**src/rtl/bldc_comm_pkg.sv**
```systemverilog
// Shared types for the Hall commutation decoder.
// Assumes a three-phase motor with six commutation steps per electrical turn.
package bldc_comm_pkg;

    localparam int PHASES = 3;
    localparam int STEPS  = 6;
    localparam int SEL_W  = 2;
    localparam int HALL_W = 3;

    typedef enum logic [SEL_W-1:0] {
        SPACE_60  = 2'd0,
        SPACE_120 = 2'd1,
        SPACE_240 = 2'd2,
        SPACE_300 = 2'd3
    } spacing_e;

    typedef logic [PHASES-1:0] phase_vec_t;

    typedef struct packed {
        phase_vec_t hi;
        phase_vec_t lo;
    } drive_t;

    localparam drive_t DRIVE_OFF = '0;

    // One-hot phase vector for a phase index (0=A, 1=B, 2=C).
    function automatic phase_vec_t phase_bit(input logic [1:0] idx);
        return phase_vec_t'(1) << idx;
    endfunction

endpackage

```
**src/rtl/bldc_sync_bus.sv**
```systemverilog
// Multi-flop synchroniser for a bundle of slow asynchronous inputs.
// Assumes each bit changes slowly relative to clk. Bits are synchronised
// separately, with no coherence guarantee between them. With STAGES == 0
// the bus passes straight through. The primed output rises once the
// chain has been refilled with post-reset samples.
module bldc_sync_bus #(
    parameter int                 WIDTH   = 1,
    parameter int                 STAGES  = 2,
    parameter logic [WIDTH-1:0]   RST_VAL = '0
) (
    input  logic             clk,
    input  logic             rst_n,
    input  logic [WIDTH-1:0] d,
    output logic [WIDTH-1:0] q,
    output logic             primed
);

    generate
        if (STAGES == 0) begin : g_bypass
            assign q      = d;
            assign primed = 1'b1;
        end else begin : g_chain
            logic [WIDTH-1:0] chain [STAGES];
            logic [STAGES-1:0] fill;

            // Shift each input bit through the flop chain.
            always_ff @(posedge clk) begin
                if (!rst_n) begin
                    for (int i = 0; i < STAGES; i++) chain[i] <= RST_VAL;
                end else begin
                    chain[0] <= d;
                    for (int i = 1; i < STAGES; i++) chain[i] <= chain[i-1];
                end
            end

            // Track how many stages hold samples taken after reset.
            always_ff @(posedge clk) begin
                if (!rst_n) fill <= '0;
                else        fill <= {fill[STAGES-2:0], 1'b1};
            end

            assign q      = chain[STAGES-1];
            assign primed = fill[STAGES-1];
        end
    endgenerate

endmodule

```
**src/rtl/bldc_hall_decode.sv**
```systemverilog
// Combinational Hall decoder: sense code plus spacing gives a step index,
// and the step plus direction gives one high-side and one low-side phase.
// Assumes the sense code is already synchronised.
module bldc_hall_decode
    import bldc_comm_pkg::*;
(
    input  logic [HALL_W-1:0] hall,
    input  spacing_e          spacing,
    input  logic              fwd,
    output drive_t            drive,
    output logic              valid
);

    logic [2:0] step;
    logic [1:0] src_ph;
    logic [1:0] snk_ph;

    // Map the sense code to a step index for the chosen sensor spacing.
    always_comb begin
        step  = 3'd0;
        valid = 1'b1;
        unique case (spacing)
            SPACE_60: begin
                case (hall)
                    3'b000: step = 3'd0;
                    3'b100: step = 3'd1;
                    3'b110: step = 3'd2;
                    3'b111: step = 3'd3;
                    3'b011: step = 3'd4;
                    3'b001: step = 3'd5;
                    default: valid = 1'b0;
                endcase
            end
            SPACE_120: begin
                case (hall)
                    3'b001: step = 3'd0;
                    3'b101: step = 3'd1;
                    3'b100: step = 3'd2;
                    3'b110: step = 3'd3;
                    3'b010: step = 3'd4;
                    3'b011: step = 3'd5;
                    default: valid = 1'b0;
                endcase
            end
            SPACE_240: begin
                case (hall)
                    3'b010: step = 3'd0;
                    3'b110: step = 3'd1;
                    3'b100: step = 3'd2;
                    3'b101: step = 3'd3;
                    3'b001: step = 3'd4;
                    3'b011: step = 3'd5;
                    default: valid = 1'b0;
                endcase
            end
            default: begin
                case (hall)
                    3'b011: step = 3'd0;
                    3'b111: step = 3'd1;
                    3'b110: step = 3'd2;
                    3'b100: step = 3'd3;
                    3'b000: step = 3'd4;
                    3'b001: step = 3'd5;
                    default: valid = 1'b0;
                endcase
            end
        endcase
    end

    // Forward-direction source (high) and sink (low) phase for each step.
    always_comb begin
        case (step)
            3'd0:    begin src_ph = 2'd0; snk_ph = 2'd1; end
            3'd1:    begin src_ph = 2'd2; snk_ph = 2'd1; end
            3'd2:    begin src_ph = 2'd2; snk_ph = 2'd0; end
            3'd3:    begin src_ph = 2'd1; snk_ph = 2'd0; end
            3'd4:    begin src_ph = 2'd1; snk_ph = 2'd2; end
            default: begin src_ph = 2'd0; snk_ph = 2'd2; end
        endcase
    end

    // Reverse direction swaps source and sink within the step.
    always_comb begin
        drive = DRIVE_OFF;
        if (valid) begin
            drive.hi = phase_bit(fwd ? src_ph : snk_ph);
            drive.lo = phase_bit(fwd ? snk_ph : src_ph);
        end
    end

endmodule

```
**src/rtl/bldc_drive_arbiter.sv**
```systemverilog
// Output priority and registering stage. Priority order: not yet armed
// (all off), brake (low side on), enable/fault (all off), invalid code
// (all off), table with the low side gated by chop. Assumes enable, chop
// and fault are synchronous to clk.
module bldc_drive_arbiter
    import bldc_comm_pkg::*;
(
    input  logic       clk,
    input  logic       rst_n,
    input  logic       primed,
    input  drive_t     dec,
    input  logic       dec_valid,
    input  logic       brake,
    input  logic       enable,
    input  logic       fault,
    input  logic       chop,
    output phase_vec_t hs_en,
    output phase_vec_t ls_en,
    output logic       armed
);

    logic   armed_q;
    logic   arm_now;
    drive_t next_drv;
    drive_t drv_q;

    assign arm_now = primed & dec_valid;
    assign armed   = armed_q | arm_now;

    // Remember that a valid synchronised sense code has been seen.
    always_ff @(posedge clk) begin
        if (!rst_n)       armed_q <= 1'b0;
        else if (arm_now) armed_q <= 1'b1;
    end

    // Select the next driver pattern by priority.
    always_comb begin
        next_drv = DRIVE_OFF;
        if (armed) begin
            if (brake) begin
                next_drv.lo = '1;
            end else if (enable && !fault && dec_valid) begin
                next_drv.hi = dec.hi;
                next_drv.lo = chop ? dec.lo : '0;
            end
        end
    end

    // Register the enables so no decode glitch reaches the drivers.
    always_ff @(posedge clk) begin
        if (!rst_n) drv_q <= DRIVE_OFF;
        else        drv_q <= next_drv;
    end

    assign hs_en = drv_q.hi;
    assign ls_en = drv_q.lo;

endmodule

```
**src/rtl/bldc_hall_commutator.sv**
```systemverilog
// Top level of the three-phase Hall commutation decoder. It synchronises
// the slow control inputs, decodes the rotor position and arbitrates the
// registered driver enables. Assumes active-high enables at the drivers.
module bldc_hall_commutator #(
    parameter int SYNC_STAGES = 2
) (
    input  logic       clk,
    input  logic       rst_n,
    input  logic [2:0] hall,
    input  logic [1:0] spacing_sel,
    input  logic       dir_fwd,
    input  logic       brake,
    input  logic       enable,
    input  logic       chop,
    input  logic       fault,
    output logic [2:0] hs_en,
    output logic [2:0] ls_en
);
    import bldc_comm_pkg::*;

    localparam int BUS_W = HALL_W + SEL_W + 2;
    // Open-input levels: sense high, spacing 60, forward, no brake.
    localparam logic [BUS_W-1:0] BUS_RST = {{HALL_W{1'b1}}, {SEL_W{1'b0}}, 1'b1, 1'b0};

    logic [BUS_W-1:0]  raw_bus;
    logic [BUS_W-1:0]  sync_bus;
    logic              primed;
    logic [HALL_W-1:0] hall_s;
    logic [SEL_W-1:0]  sel_s;
    logic              dir_s;
    logic              brk_s;
    drive_t            dec_drv;
    logic              dec_ok;
    logic              armed;

    assign raw_bus = {hall, spacing_sel, dir_fwd, brake};

    bldc_sync_bus #(
        .WIDTH   (BUS_W),
        .STAGES  (SYNC_STAGES),
        .RST_VAL (BUS_RST)
    ) u_sync (
        .clk    (clk),
        .rst_n  (rst_n),
        .d      (raw_bus),
        .q      (sync_bus),
        .primed (primed)
    );

    assign {hall_s, sel_s, dir_s, brk_s} = sync_bus;

    bldc_hall_decode u_dec (
        .hall    (hall_s),
        .spacing (spacing_e'(sel_s)),
        .fwd     (dir_s),
        .drive   (dec_drv),
        .valid   (dec_ok)
    );

    bldc_drive_arbiter u_arb (
        .clk       (clk),
        .rst_n     (rst_n),
        .primed    (primed),
        .dec       (dec_drv),
        .dec_valid (dec_ok),
        .brake     (brk_s),
        .enable    (enable),
        .fault     (fault),
        .chop      (chop),
        .hs_en     (hs_en),
        .ls_en     (ls_en),
        .armed     (armed)
    );

endmodule

```
**config.mk**
```make
export PLATFORM = sky130hd
export DESIGN_NAME = bldc_hall_commutator
export DESIGN_NICKNAME = d
export VERILOG_FILES = /design/src/rtl/bldc_comm_pkg.sv /design/src/rtl/bldc_sync_bus.sv /design/src/rtl/bldc_hall_decode.sv /design/src/rtl/bldc_drive_arbiter.sv /design/src/rtl/bldc_hall_commutator.sv
export SDC_FILE = /design/constraint.sdc
export NUM_CORES = 1
export LEC_CHECK = 0
export BUFFER_PORTS_ARGS = -buffer_cell sky130_fd_sc_hd__buf_2
export CORE_UTILIZATION = 34
export CTS_BUF_LIST = sky130_fd_sc_hd__clkbuf_8
export CTS_CLUSTER_SIZE = 25
export DETAILED_ROUTE_END_ITERATION = 8
export SYNTH_ARGS = -nofsm -noshare
export SYNTH_HDL_FRONTEND = slang
export SYNTH_SLANG_ARGS = --single-unit
export TNS_END_PERCENT = 5
```
**constraint.sdc**
```tcl
create_clock -name clk -period 2.3 [get_ports clk]
set_input_delay 0.115 -clock clk [delete_from_list [all_inputs] [get_ports clk]]
set_output_delay 0.115 -clock clk [all_outputs]
set_load 0.05 [all_outputs]
```
==> metrics.md <==
| Metric | Value |
|---|---|
| Outcome | `completed` |
| Clock power share | `31.5%` |
| Startpoint Class | `register` |
| Final worst slack | `0.443 ns` |
| Vias per inst | `4.96` |
| TNS Setup | `0 ns` |
| Mapped Area | `1050 um2` |
| Compound-Gate Fraction of Synth Area | `19.0%` |
| Site row count | `19` |
| Maximum number of pins on one net before global-route repair | `19` |
| Ant diodes | `0` |
| Hold Startpoint | `hall[1]` |
| Global route overflow | `0` |
| Fmax | `538 MHz` |
| Hold Path Cell Cnt | `2` |
| Slowest cell on the critical path | `dfxtp_1` |
| Reg2reg end | `u_arb.ls_en[0]$_SDFF_PN0_` |
| Worst Setup SP | `u_sync.g_chain.chain[0][9]$_SDFF_PN0_` |
| DP HPWL | `1.29 mm` |
| Post-cts sizing count | `0` |
| GR Util met1 | `13.6%` |
| Initial antenna violation count | `0` |
| Die area | `3320 um2` |
| WHS | `0.0269 ns` |
| Multi-input gate area | `537 um2` |
| Initial Util | `36.8%` |
| Share of post-route cells with drive strength above 1 | `21.3%` |
| Vias | `783` |
| Layout area overhead | `14.2%` |
| Die height | `57.6 um` |
| Die width | `57.6 um` |
| DRC Markers | `0` |
| CP peak stage delay | `0.37 ns` |
| Mapped Nets | `127` |
| P_sw | `0.204 mW` |
| Seq/Total Area, Yosys | `43.8%` |
| Gr usage total | `11.2%` |
| Post-Route Skew | `0.00217 ns` |
| Unique cell type count in the Yosys netlist | `40` |
| Crit path capture | `u_arb.ls_en[0]$_SDFF_PN0_` |
| Max clock buf depth | `2` |
| Cts bufs inserted | `3` |
| Post-synth EDFFs | `0` |
| Mux contribution to synthesized area | `1.90%` |
| Final Max Slew Viols | `0` |
| Critical Path Fanout Max | `3` |
| Synth warn | `0` |
| Min-delay worst type | `input pin to register` |
| First-pass GRT wire length | `2.89 mm` |
| Post-Syn Instances | `111` |
| Clock-pin transition on the worst setup and hold timing paths | `0.08 ns` |
| ANT nets after route | `0` |
| First-pass DRT Iterations | `4` |
| H-tree depth | `1` |
| # fillers | `294` |
| Ratio of final minimum period to clock period | `80.8%` |
| Clock sinks | `23` |
| Root buf cell | `clkbuf_8` |
| Worst slew margin relative to its limit | `74.5%` |
| Worst-Skew Late Latency | `0.26 ns` |
| Synth Area per Inst | `9.47 um2` |
| Synth Flop Type | `dfxtp_1` |
| Max-cap viol count | `0` |
| Critical-path cell list | `inv_1, ha_1, xor2_1, mux2i_1, a21o_1, nand2_1, a21oi_1, a21boi_1` |
| Max VDD drop | `0.000430 V` |
| Place WS | `0.465 ns` |
| DRT Wirelength | `1.65 mm` |
| Adder-Cell Fraction of Synth Area | `4.76%` |
| Final setup viols | `0` |
| Slew @ Worst Pin | `0.382 ns` |
| Crit path time final | `1.86 ns` |
| IO Port Bufs | `17` |
| GRT busiest layer | `met2` |
| Clock tree from TritonCTS | `done` |
| Synth Register Bits | `23` |
| Fraction of registers with async set/reset | `0%` |
| Post-Synth XOR/XNOR Area | `3.33%` |
| Nets | `144` |
| Met2 GRT Util | `18.6%` |
| DR iter-0 viols | `15` |
| Reg area | `460 um2` |
| IO Count | `18` |
| RSZ-0062 raised after global routing | `no` |
| Final Hold Viols | `0` |
| Reg-to-Reg Start | `u_sync.g_chain.chain[0][9]$_SDFF_PN0_` |
| Logic pwr share | `15.1%` |
| R2R Setup Slk | `0.44 ns` |
| Pleak | `0.533 nW` |
| Hold-fix buffers, CTS | `0` |
| FF-to-FF path depth | `8` |
| Switching Share | `25.6%` |
| Vias in the first global route | `710` |
| Flop pwr share | `53.4%` |
| Per-cell routed wire length | `10.5 um` |
| Crit path kind | `register to register` |
| Crit. End Element | `register` |
| Grt met3 use | `4.08%` |
| PD cells | `662 nW/um2` |
| CP Data Required Time | `2.49 ns` |
| Int Pwr | `0.591 mW` |
| Post-Synth Simple-Gate Area | `22.0%` |
| RePlAce Congestion | `0.733` |
| Crit path DAT | `2.05 ns` |
| Core area | `2850 um2` |
| Postcts setup bufs | `0` |
| Main combinational cell family by area after synthesis | `simple AND/OR/NAND/NOR gates` |
-- cells in the mapped netlist (2+ instances only) --
cell      instances  area share, %
nand2b_1          8            4.8
a21oi_2           2            1.7
and2_1            8            4.8
o211ai_1          2            1.4
clkbuf_1          4            1.4
inv_1             6            2.1
nor2_1            7            2.5
a21oi_1           5            2.4
xnor2_1           3            2.5
nor3_1            3            1.4
mux2i_1           2            1.9
ha_1              4            4.8
dfxtp_1          23             44
nand3_1           3            1.4
nand2_1           6            2.1
-- sequential cells by signal, indices dropped and copies added, names as in the netlist --
name and cells:
u_sync.g_chain.fill 2, u_sync.g_chain.chain 14, u_arb.armed_q 1, u_arb.ls_en 3, u_arb.hs_en 3
-- power by group through the flow --
stage | Combinational, mW | Sequential, mW | Clock [mW]
after floorplan | 0.0943 | 0.434 | 0
final | 0.120 | 0.425 | 0.250
after global placement | 0.118 | 0.434 | 0
after CTS | 0.121 | 0.425 | 0.256
after global routing | 0.134 | 0.427 | 0.274
after detailed placement | 0.121 | 0.434 | 0
-- kinds of logic (layout without fill, tap and decap cells) --
family / Yosys count / count (layout)
buf+inv: 12 / 28
simple gates: 41 / 41
xor+xnor: 4 / 4
flops: 23 / 23
fa+ha+maj: 4 / 4
mux: 2 / 2
compound gates: 25 / 25
-- critical path: cells and delay by family, from the launching register on --
family                     cells  cell delay, ns
AOI/OAI and AO/OA              3            0.49
xor gates and xnor gates       1            0.16
buffers and inverters          1            0.07
DFF                            1            0.37
adders and majority gates      1            0.30
and+or+nand+nor                1            0.10
muxes                          1            0.30
-- per-stage QoR --
stage	cells	total power [mW]	util [%]	instance area [um2]
after global routing	158	0.834	42.1	1200
after global placement	154	0.552	40.4	1150
final	158	0.795	42.1	1200
after floorplan	111	0.528	-	1050
after detailed placement	154	0.554	40.4	1150
after CTS	158	0.801	42.1	1200
-- worst min-delay path by stage --
stage	end
after detailed placement	u_sync.g_chain.chain[0][5]$_SDFF_PN1_
after global routing	u_sync.g_chain.chain[0][5]$_SDFF_PN1_
after global placement	u_sync.g_chain.chain[0][1]$_SDFF_PN1_
after CTS	u_sync.g_chain.chain[0][5]$_SDFF_PN1_
final	u_sync.g_chain.chain[0][5]$_SDFF_PN1_
after floorplan	u_sync.g_chain.fill[0]$_DFF_P_
-- placed cells by master, fill, tap and decap left out, types with 2 or more instances in the layout --
| master | netlist | final |
|---|---|---|
| inv_1 | 6 | 6 |
| nor3_1 | 3 | 3 |
| nand2b_1 | 8 | 8 |
| and2_1 | 8 | 8 |
| xnor2_1 | 3 | 3 |
| o211ai_1 | 2 | 2 |
| a21oi_1 | 5 | 5 |
| ha_1 | 4 | 4 |
| nand2_1 | 6 | 6 |
| mux2i_1 | 2 | 2 |
| buf_2 | 1 | 17 |
| dfxtp_1 | 23 | 23 |
| nor2_1 | 7 | 7 |
| nand3_1 | 3 | 3 |
| clkbuf_8 | 0 | 3 |
| a21oi_2 | 2 | 2 |
-- cell type report --
type	count	area share, %
clock buffers	3	3.44
clock inverters	1	0.626
inverters	6	1.88
multi-input cells	76	44.7
flip-flops and latches	23	38.4
well taps	31	3.23
repair buffers	18	7.72
-- per-layer routing --
metal	up-vias	part of all wire [%]
met4	0	0.54
met3	2	6.1
li1	413	-
met2	22	47
met5	-	0
met1	346	47
Power figures use the tool's default switching activity.
